==> src/rtl/pm_pkg.sv <==
// Package: shared constants for the aligning pattern matcher.
// Assumes byte-oriented streams.
package pm_pkg;
    localparam int CHAR_W = 8;
endpackage

==> src/rtl/pm_window_buf.sv <==
// Skid buffer feeding the comparison window.
// Holds up to 2*LANES-1 bytes, oldest byte in the low lane. Presents the
// LANES oldest bytes as the window and drops ADV bytes each step.
// Assumes bytes above the fill level are kept at zero (invariant kept here).
module pm_window_buf
    import pm_pkg::*;
#(
    parameter int LANES  = 3,
    parameter int CNT_W  = 3,
    parameter int ADV_W  = 2
) (
    input  logic                      clk,
    input  logic                      rst_n,
    input  logic                      in_valid,
    input  logic [CHAR_W*LANES-1:0]   in_data,
    output logic                      in_ready,
    input  logic [ADV_W-1:0]          adv,
    output logic                      win_ok,
    output logic [CHAR_W*LANES-1:0]   window
);
    localparam int DEPTH = 2 * LANES - 1;
    localparam int BUF_W = CHAR_W * DEPTH;

    logic [BUF_W-1:0] store_q, store_d;
    logic [CNT_W-1:0] fill_q, fill_d;
    logic [CNT_W-1:0] drop;
    logic [CNT_W-1:0] left;
    logic             take;

    // Work out whether a step happens and how many bytes survive it.
    always_comb begin
        win_ok = (fill_q >= CNT_W'(LANES));
        drop   = win_ok ? CNT_W'(adv) : '0;
        left   = fill_q - drop;
    end

    assign in_ready = (left < CNT_W'(LANES));
    assign take     = in_valid && in_ready;
    assign window   = store_q[CHAR_W*LANES-1:0];

    // Shift out consumed bytes and append an accepted beat behind the rest.
    always_comb begin
        store_d = store_q >> {drop, 3'b000};
        if (take) begin
            store_d = store_d | (BUF_W'(in_data) << {left, 3'b000});
        end
        fill_d = left + (take ? CNT_W'(LANES) : '0);
    end

    // Register buffer contents and fill level.
    always_ff @(posedge clk) begin
        if (!rst_n) begin
            store_q <= '0;
            fill_q  <= '0;
        end else begin
            store_q <= store_d;
            fill_q  <= fill_d;
        end
    end

    assert_no_overflow_R5: assert property (@(posedge clk) disable iff (!rst_n)
        fill_q <= CNT_W'(DEPTH));

    assert_accept_fill_R5: assert property (@(posedge clk) disable iff (!rst_n)
        take |=> (fill_q >= CNT_W'(LANES)));
endmodule

==> src/rtl/pm_proc_elem.sv <==
// Process element: one pattern segment of LANES bytes.
// Uses exactly LANES byte comparators, all against the aligned window.
// Assumes its enable comes from the previous element's registered result.
module pm_proc_elem
    import pm_pkg::*;
#(
    parameter int                          LANES = 3,
    parameter logic [CHAR_W*LANES-1:0]     SEG   = '0
) (
    input  logic [CHAR_W*LANES-1:0] window,
    input  logic                    en_in,
    output logic                    hit
);
    logic [LANES-1:0] lane_eq;

    // One comparator per lane.
    for (genvar i = 0; i < LANES; i++) begin : g_cmp
        assign lane_eq[i] = (window[CHAR_W*i +: CHAR_W] == SEG[CHAR_W*i +: CHAR_W]);
    end

    // Full segment match gated by the incoming enable.
    assign hit = en_in & (&lane_eq);
endmodule

==> src/rtl/pm_align_elem.sv <==
// Alignment element for the first segment.
// For each length s in 1..LANES-1 it tests the last s window bytes against
// the first s segment bytes, LANES*(LANES-1)/2 comparators in total.
// Assumes LANES >= 2.
module pm_align_elem
    import pm_pkg::*;
#(
    parameter int                          LANES = 3,
    parameter logic [CHAR_W*LANES-1:0]     SEG0  = '0
) (
    input  logic [CHAR_W*LANES-1:0] window,
    output logic [LANES-1:1]        sfx_hit
);
    // One comparator set per suffix length.
    for (genvar s = 1; s < LANES; s++) begin : g_sfx
        assign sfx_hit[s] =
            (window[CHAR_W*(LANES-s) +: CHAR_W*s] == SEG0[0 +: CHAR_W*s]);
    end
endmodule

==> src/rtl/pm_shift_enc.sv <==
// Shift encoder: turns suffix hits and the chain result into a pointer
// advance. A full segment hit wins and gives LANES. Otherwise the longest
// suffix hit s gives LANES - s, and no hit gives LANES.
// Assumes LANES >= 2.
module pm_shift_enc #(
    parameter int LANES = 3,
    parameter int ADV_W = 2
) (
    input  logic [LANES-1:1]  sfx_hit,
    input  logic              full_hit,
    output logic [ADV_W-1:0]  adv
);
    logic [ADV_W-1:0] sfx_len;

    // Priority pick of the longest suffix, then the advance.
    always_comb begin
        sfx_len = '0;
        for (int s = 1; s < LANES; s++) begin
            if (sfx_hit[s]) sfx_len = ADV_W'(s);
        end
        adv = full_hit ? ADV_W'(LANES) : (ADV_W'(LANES) - sfx_len);
    end
endmodule

==> src/rtl/pattern_aligner.sv <==
// Top: single-pattern matcher with a process-element chain, an alignment
// element and a shift encoder. PATTERN byte 0 sits in bits [7:0].
// Assumes LANES >= 2 and SEG_N >= 2. Every occurrence is found when the
// pattern bytes are all distinct.
module pattern_aligner
    import pm_pkg::*;
#(
    parameter int                                  LANES   = 3,
    parameter int                                  SEG_N   = 2,
    parameter int                                  IDX_W   = 32,
    parameter logic [CHAR_W*LANES*SEG_N-1:0]       PATTERN = 48'h666564636261
) (
    input  logic                      clk,
    input  logic                      rst_n,
    input  logic                      in_valid,
    input  logic [CHAR_W*LANES-1:0]   in_data,
    output logic                      in_ready,
    output logic                      match_o,
    output logic [IDX_W-1:0]          match_idx
);
    localparam int PAT_LEN = LANES * SEG_N;
    localparam int CNT_W   = $clog2(2 * LANES);
    localparam int ADV_W   = $clog2(LANES + 1);
    localparam int BACK    = PAT_LEN - LANES;

    logic [CHAR_W*LANES-1:0] window;
    logic                    step;
    logic [ADV_W-1:0]        adv;
    logic [LANES-1:1]        sfx_hit;
    logic [SEG_N-1:0]        seg_en;
    logic [SEG_N-1:0]        seg_hit;
    logic [SEG_N-1:1]        token_q;
    logic [IDX_W-1:0]        base_q;

    pm_window_buf #(.LANES(LANES), .CNT_W(CNT_W), .ADV_W(ADV_W)) u_buf (
        .clk      (clk),
        .rst_n    (rst_n),
        .in_valid (in_valid),
        .in_data  (in_data),
        .in_ready (in_ready),
        .adv      (adv),
        .win_ok   (step),
        .window   (window)
    );

    // First element is always enabled; later ones take the passed token.
    assign seg_en = {token_q, 1'b1};

    for (genvar j = 0; j < SEG_N; j++) begin : g_pe
        pm_proc_elem #(
            .LANES (LANES),
            .SEG   (PATTERN[CHAR_W*LANES*j +: CHAR_W*LANES])
        ) u_pe (
            .window (window),
            .en_in  (seg_en[j]),
            .hit    (seg_hit[j])
        );
    end

    pm_align_elem #(.LANES(LANES), .SEG0(PATTERN[CHAR_W*LANES-1:0])) u_align (
        .window  (window),
        .sfx_hit (sfx_hit)
    );

    pm_shift_enc #(.LANES(LANES), .ADV_W(ADV_W)) u_enc (
        .sfx_hit  (sfx_hit),
        .full_hit (|seg_hit),
        .adv      (adv)
    );

    // Pass tokens, track the window's stream index and raise the match pulse.
    always_ff @(posedge clk) begin
        if (!rst_n) begin
            token_q   <= '0;
            base_q    <= '0;
            match_o   <= 1'b0;
            match_idx <= '0;
        end else begin
            match_o <= 1'b0;
            if (step) begin
                token_q <= seg_hit[SEG_N-2:0];
                base_q  <= base_q + IDX_W'(adv);
                if (seg_hit[SEG_N-1]) begin
                    match_o   <= 1'b1;
                    match_idx <= base_q - IDX_W'(BACK);
                end
            end
        end
    end

    assert_full_adv_R2: assert property (@(posedge clk) disable iff (!rst_n)
        (step && (|seg_hit)) |-> (adv == ADV_W'(LANES)));

    assert_adv_range_R3: assert property (@(posedge clk) disable iff (!rst_n)
        step |-> ((adv >= ADV_W'(1)) && (adv <= ADV_W'(LANES))));

    assert_no_sfx_adv_R3: assert property (@(posedge clk) disable iff (!rst_n)
        (step && !(|seg_hit) && !(|sfx_hit)) |-> (adv == ADV_W'(LANES)));
endmodule

==> config.mk <==
export PLATFORM = sky130hd
export DESIGN_NAME = pattern_aligner
export DESIGN_NICKNAME = d
export VERILOG_FILES = /design/src/rtl/pm_pkg.sv /design/src/rtl/pm_window_buf.sv /design/src/rtl/pm_proc_elem.sv /design/src/rtl/pm_align_elem.sv /design/src/rtl/pm_shift_enc.sv /design/src/rtl/pattern_aligner.sv
export SDC_FILE = /design/constraint.sdc
export NUM_CORES = 1
export LEC_CHECK = 0
export ABC_CLOCK_PERIOD_IN_PS = 4540
export BUFFER_PORTS_ARGS = -buffer_cell sky130_fd_sc_hd__buf_2
export CAP_MARGIN = 20
export CORE_MARGIN = 1
export CORE_UTILIZATION = 40
export DETAILED_ROUTE_END_ITERATION = 10
export SETUP_SLACK_MARGIN = 0.1
export SLEW_MARGIN = 0
export SYNTH_ARGS = -nofsm -noshare
export SYNTH_HDL_FRONTEND = slang
export SYNTH_SLANG_ARGS = --single-unit
==> constraint.sdc <==
create_clock -name clk -period 4.54 [get_ports clk]
set_input_delay 0.454 -clock clk [delete_from_list [all_inputs] [get_ports clk]]
set_output_delay 0.454 -clock clk [all_outputs]
set_load 0.02 [all_outputs]
==> flow_summary.yaml <==
die:
  rows: 44
  design.core.area_sq_um: 14600
  dieWidth_um: 125
  fp.dieH_um: 125
  die_area_sq_um: 15500
  start_util: 0.412
  io_pins: 61
finish:
  instances_no_fill: 931
  drive_gt1_frac: 0.155
  syn2layout_area_growth_pct: 10.8
  regArea_sq_um: 2180
  utilization: 0.456
  n_antenna_cell: 0
  nets: 778
  multiInputGateArea_sq_um: 3510
  n_fill_cell: 1407
logic_synthesis:
  synthArstFlopShare: 0
  synthMuxAreaShare: 0.0744
  synth_edf_count: 0
  synth_area_sq_um: 6010
  synth_flop_cell: "dfxtp_1"
  synthAdderAreaFrac: 0.0204
  synthSimpleGateAreaFrac: 0.256
  syn_nets: 756
  synth_top_family_by_area: "simple AND/OR/NAND/NOR gates"
  synth-seq-area-share: 0.363
  synthXorXnorAreaFrac: 0.0787
  synth-compound-area-share: 0.155
  synth-seq-cells: 109
  synthDistinctLibCells: 63
  synthCells: 721
  yosysWarnings: 0
  avgSynthCellArea_sq_um: 8.33
sta:
  worst_pin_slew_ps: 978
  relSlewSlack: 0.346
  finClkSkew_ps: 10.1
  holdWs_ps: 383
  max_freq_mhz: 255
  hold_viol_final: 0
  tns_ps: 0
  slew_violations: 0
  rsz0062_at_grt: "no"
  finalSetupViolations: 0
  fin_crit_sh: 0.864
  period_needed_ps: 3920
power_and_ir_drop:
  p_comb_frac: 0.474
  internal_power_mw: 2.37
  p_switching_mw: 1.63
  p_leak_nw: 2.61
  powerDensity_nw_per_um2: 602
  p_sw_frac: 0.408
  peakVddDrop_mv: 0.282
  power_frac_seq: 0.324
  pwr-share-clk: 0.201
clock_tree:
  ctsHoldBuffers: 0
  numCtsBuffers: 9
  cts_sinks: 109
  cts_buffer_depth: 2
  clock_latency_ps: 350
  cts_tree: "yes"
  clk_pin_slew_worst_paths_ps: 70
  post-cts-setup-buffer-count: 0
  cts-root-buf: "clkbuf_16"
  post_cts_resized: 0
  htreeDepth: 3
global_routing:
  grt_pass1_vias: 4884
  grt_overflow: 0
  grt_max_degree: 47
  antenna_found_initial: 0
  track_usage: 0.205
  grt_pass1_wl_um: 25600
critical_path:
  worstPathRequired_ps: 4790
  path_class: "reg2reg"
  worstSetupStartpointType: "register"
  path_max_fanout: 14
  worstSetupEndpointType: "register"
  arrival_ps: 4170
placement:
  finalWeightedCongestion: 0.894
  hpwl_um: 11200
  portBuffers: 60
  dp.cells: 916
run_status:
  status: "complete, no violations"
routing:
  ant_nets: 0
  wirelength_um: 15600
  met1Wirelength_um: 7370
  drcViolationCount: 0
  wl_per_cell_um: 16.7
  vias: 5288
  vias_per_cell: 5.68
  dr_wl_met2_um: 7010
  met3WireLength_um: 841
  firstDrtPassIters: 5
  drt_iter0_markers: 517
  maxUsedRoutingLayer: "met4"
run:
  maxCapViolCount: 0
hold_path:
  hp-class: "in2reg"
-- layer usage --
metal  vias to the layer above  global-route usage
met4                         0              0.0850
met1                      2498               0.288
met5                         -                   0
li1                       2615                   -
met3                        24              0.0339
met2                       151               0.311
-- synth_stat cells (all sizes together) (5+ instances only) --
| cell type | n | area (sq um) |
|---|---|---|
| or3 | 11 | 68.8 |
| clkbuf | 39 | 149 |
| inv | 16 | 60.1 |
| nor4 | 21 | 159 |
| xnor2 | 47 | 412 |
| o22ai | 5 | 31.3 |
| and3 | 5 | 31.3 |
| mux2 | 13 | 146 |
| nand4 | 9 | 56.3 |
| nand2 | 56 | 210 |
| buf | 19 | 108 |
| and4 | 5 | 43.8 |
| nand3 | 20 | 100 |
| dfxtp | 109 | 2180 |
| ha | 5 | 62.6 |
| nor2 | 89 | 334 |
| nor3b | 10 | 75.1 |
| nor2b | 5 | 31.3 |
| a222oi | 5 | 50.1 |
| a21oi | 58 | 302 |
| and2 | 10 | 62.6 |
| or4 | 5 | 37.5 |
| o21ai | 31 | 155 |
| o221ai | 5 | 43.8 |
| mux2i | 30 | 300 |
| xor2 | 7 | 61.3 |
| a211oi | 12 | 90.1 |
| nor3 | 25 | 153 |
-- path summary, 6_finish.rpt --
check / start / to / slack [ps] / cells after the start
max: u_buf.store_q[9] / u_buf.fill_q[1] / 620 / 13
min reg2reg: match_idx[5] / match_idx[5] / 490 / 2
max reg2reg: u_buf.store_q[9] / u_buf.fill_q[1] / 620 / 13
min: in_data[7] / u_buf.store_q[7] / 380 / 3
-- power by group through the flow --
stage | Combinational, mW | Clock [mW] | Sequential, mW
detailed placement | 1.88 | 0 | 1.32
global placement | 1.87 | 0 | 1.31
floorplan | 1.48 | 0 | 1.24
CTS | 1.89 | 0.817 | 1.29
finish | 1.90 | 0.806 | 1.30
global route | 2.08 | 0.860 | 1.32
-- worst max-delay path, stage by stage, from the launching register on --
cell and delay, ps:
dfxtp_1 410, nor4b_1 110, and3_1 220, a21oi_2 500
inv_1 170, fa_1 430, xnor2_1 130, buf_4 190
nor2b_1 420, nand2b_1 320, inv_1 180, ha_1 180
fa_1 400, and2_1 160
-- stage by stage --
step | power (mW) | worst slack (ps) | area [sq um]
global placement | 3.18 | 468 | 6350
finish | 4.00 | 620 | 6650
CTS | 4.00 | 293 | 6650
detailed placement | 3.20 | 350 | 6350
floorplan | 2.73 | 1080 | 6010
global route | 4.26 | 328 | 6650
-- kinds of logic (layout without fill, tap and decap cells) --
family / after synthesis / count (layout)
buf+inv: 74 / 100
mux: 43 / 43
simple gates: 289 / 289
xor+xnor: 54 / 54
compound gates: 144 / 144
flops: 109 / 109
fa+ha+maj: 8 / 8
-- final cells by class --
class,instances,share of cell area
Multi-Input combinational cell,538,0.528
Sequential cell,109,0.328
Timing Repair Buffer,69,0.0553
Clock buffer,12,0.0385
Tap cell,184,0.0346
Inverter,16,0.00903
Clock inverter,3,0.00677
-- layout by cell type (no fill, tap or decap), types with 4 or more instances in the layout --
| cell | instances |
|---|---|
| nor2b_1 | 5 |
| o221ai_1 | 5 |
| and3_1 | 5 |
| clkbuf_16 | 9 |
| mux2_2 | 13 |
| nor4_1 | 18 |
| nand2_1 | 56 |
| and2_1 | 10 |
| buf_2 | 60 |
| nor2_1 | 89 |
| xnor2_1 | 47 |
| mux2i_1 | 30 |
| nand4_1 | 9 |
| nand3_1 | 20 |
| a21oi_2 | 4 |
| and4_1 | 5 |
| buf_4 | 9 |
| nor4b_1 | 4 |
| ha_1 | 5 |
| a21oi_1 | 54 |
| inv_1 | 15 |
| or3_1 | 11 |
| o22a_1 | 4 |
| or4_1 | 5 |
| a222oi_1 | 5 |
| dfxtp_1 | 109 |
| a211oi_1 | 12 |
| nor3_1 | 22 |
| xor2_1 | 7 |
| o22ai_1 | 5 |
| o21ai_0 | 31 |
| nor3b_1 | 10 |
-- flip-flops by register name, summed over array words and instances, names as in the netlist --
signal and count:
token_q 1, u_buf.fill_q 3, match_o 1, match_idx 32, base_q 32, u_buf.store_q 40
No activity file was read; power rests on OpenSTA's default activity.
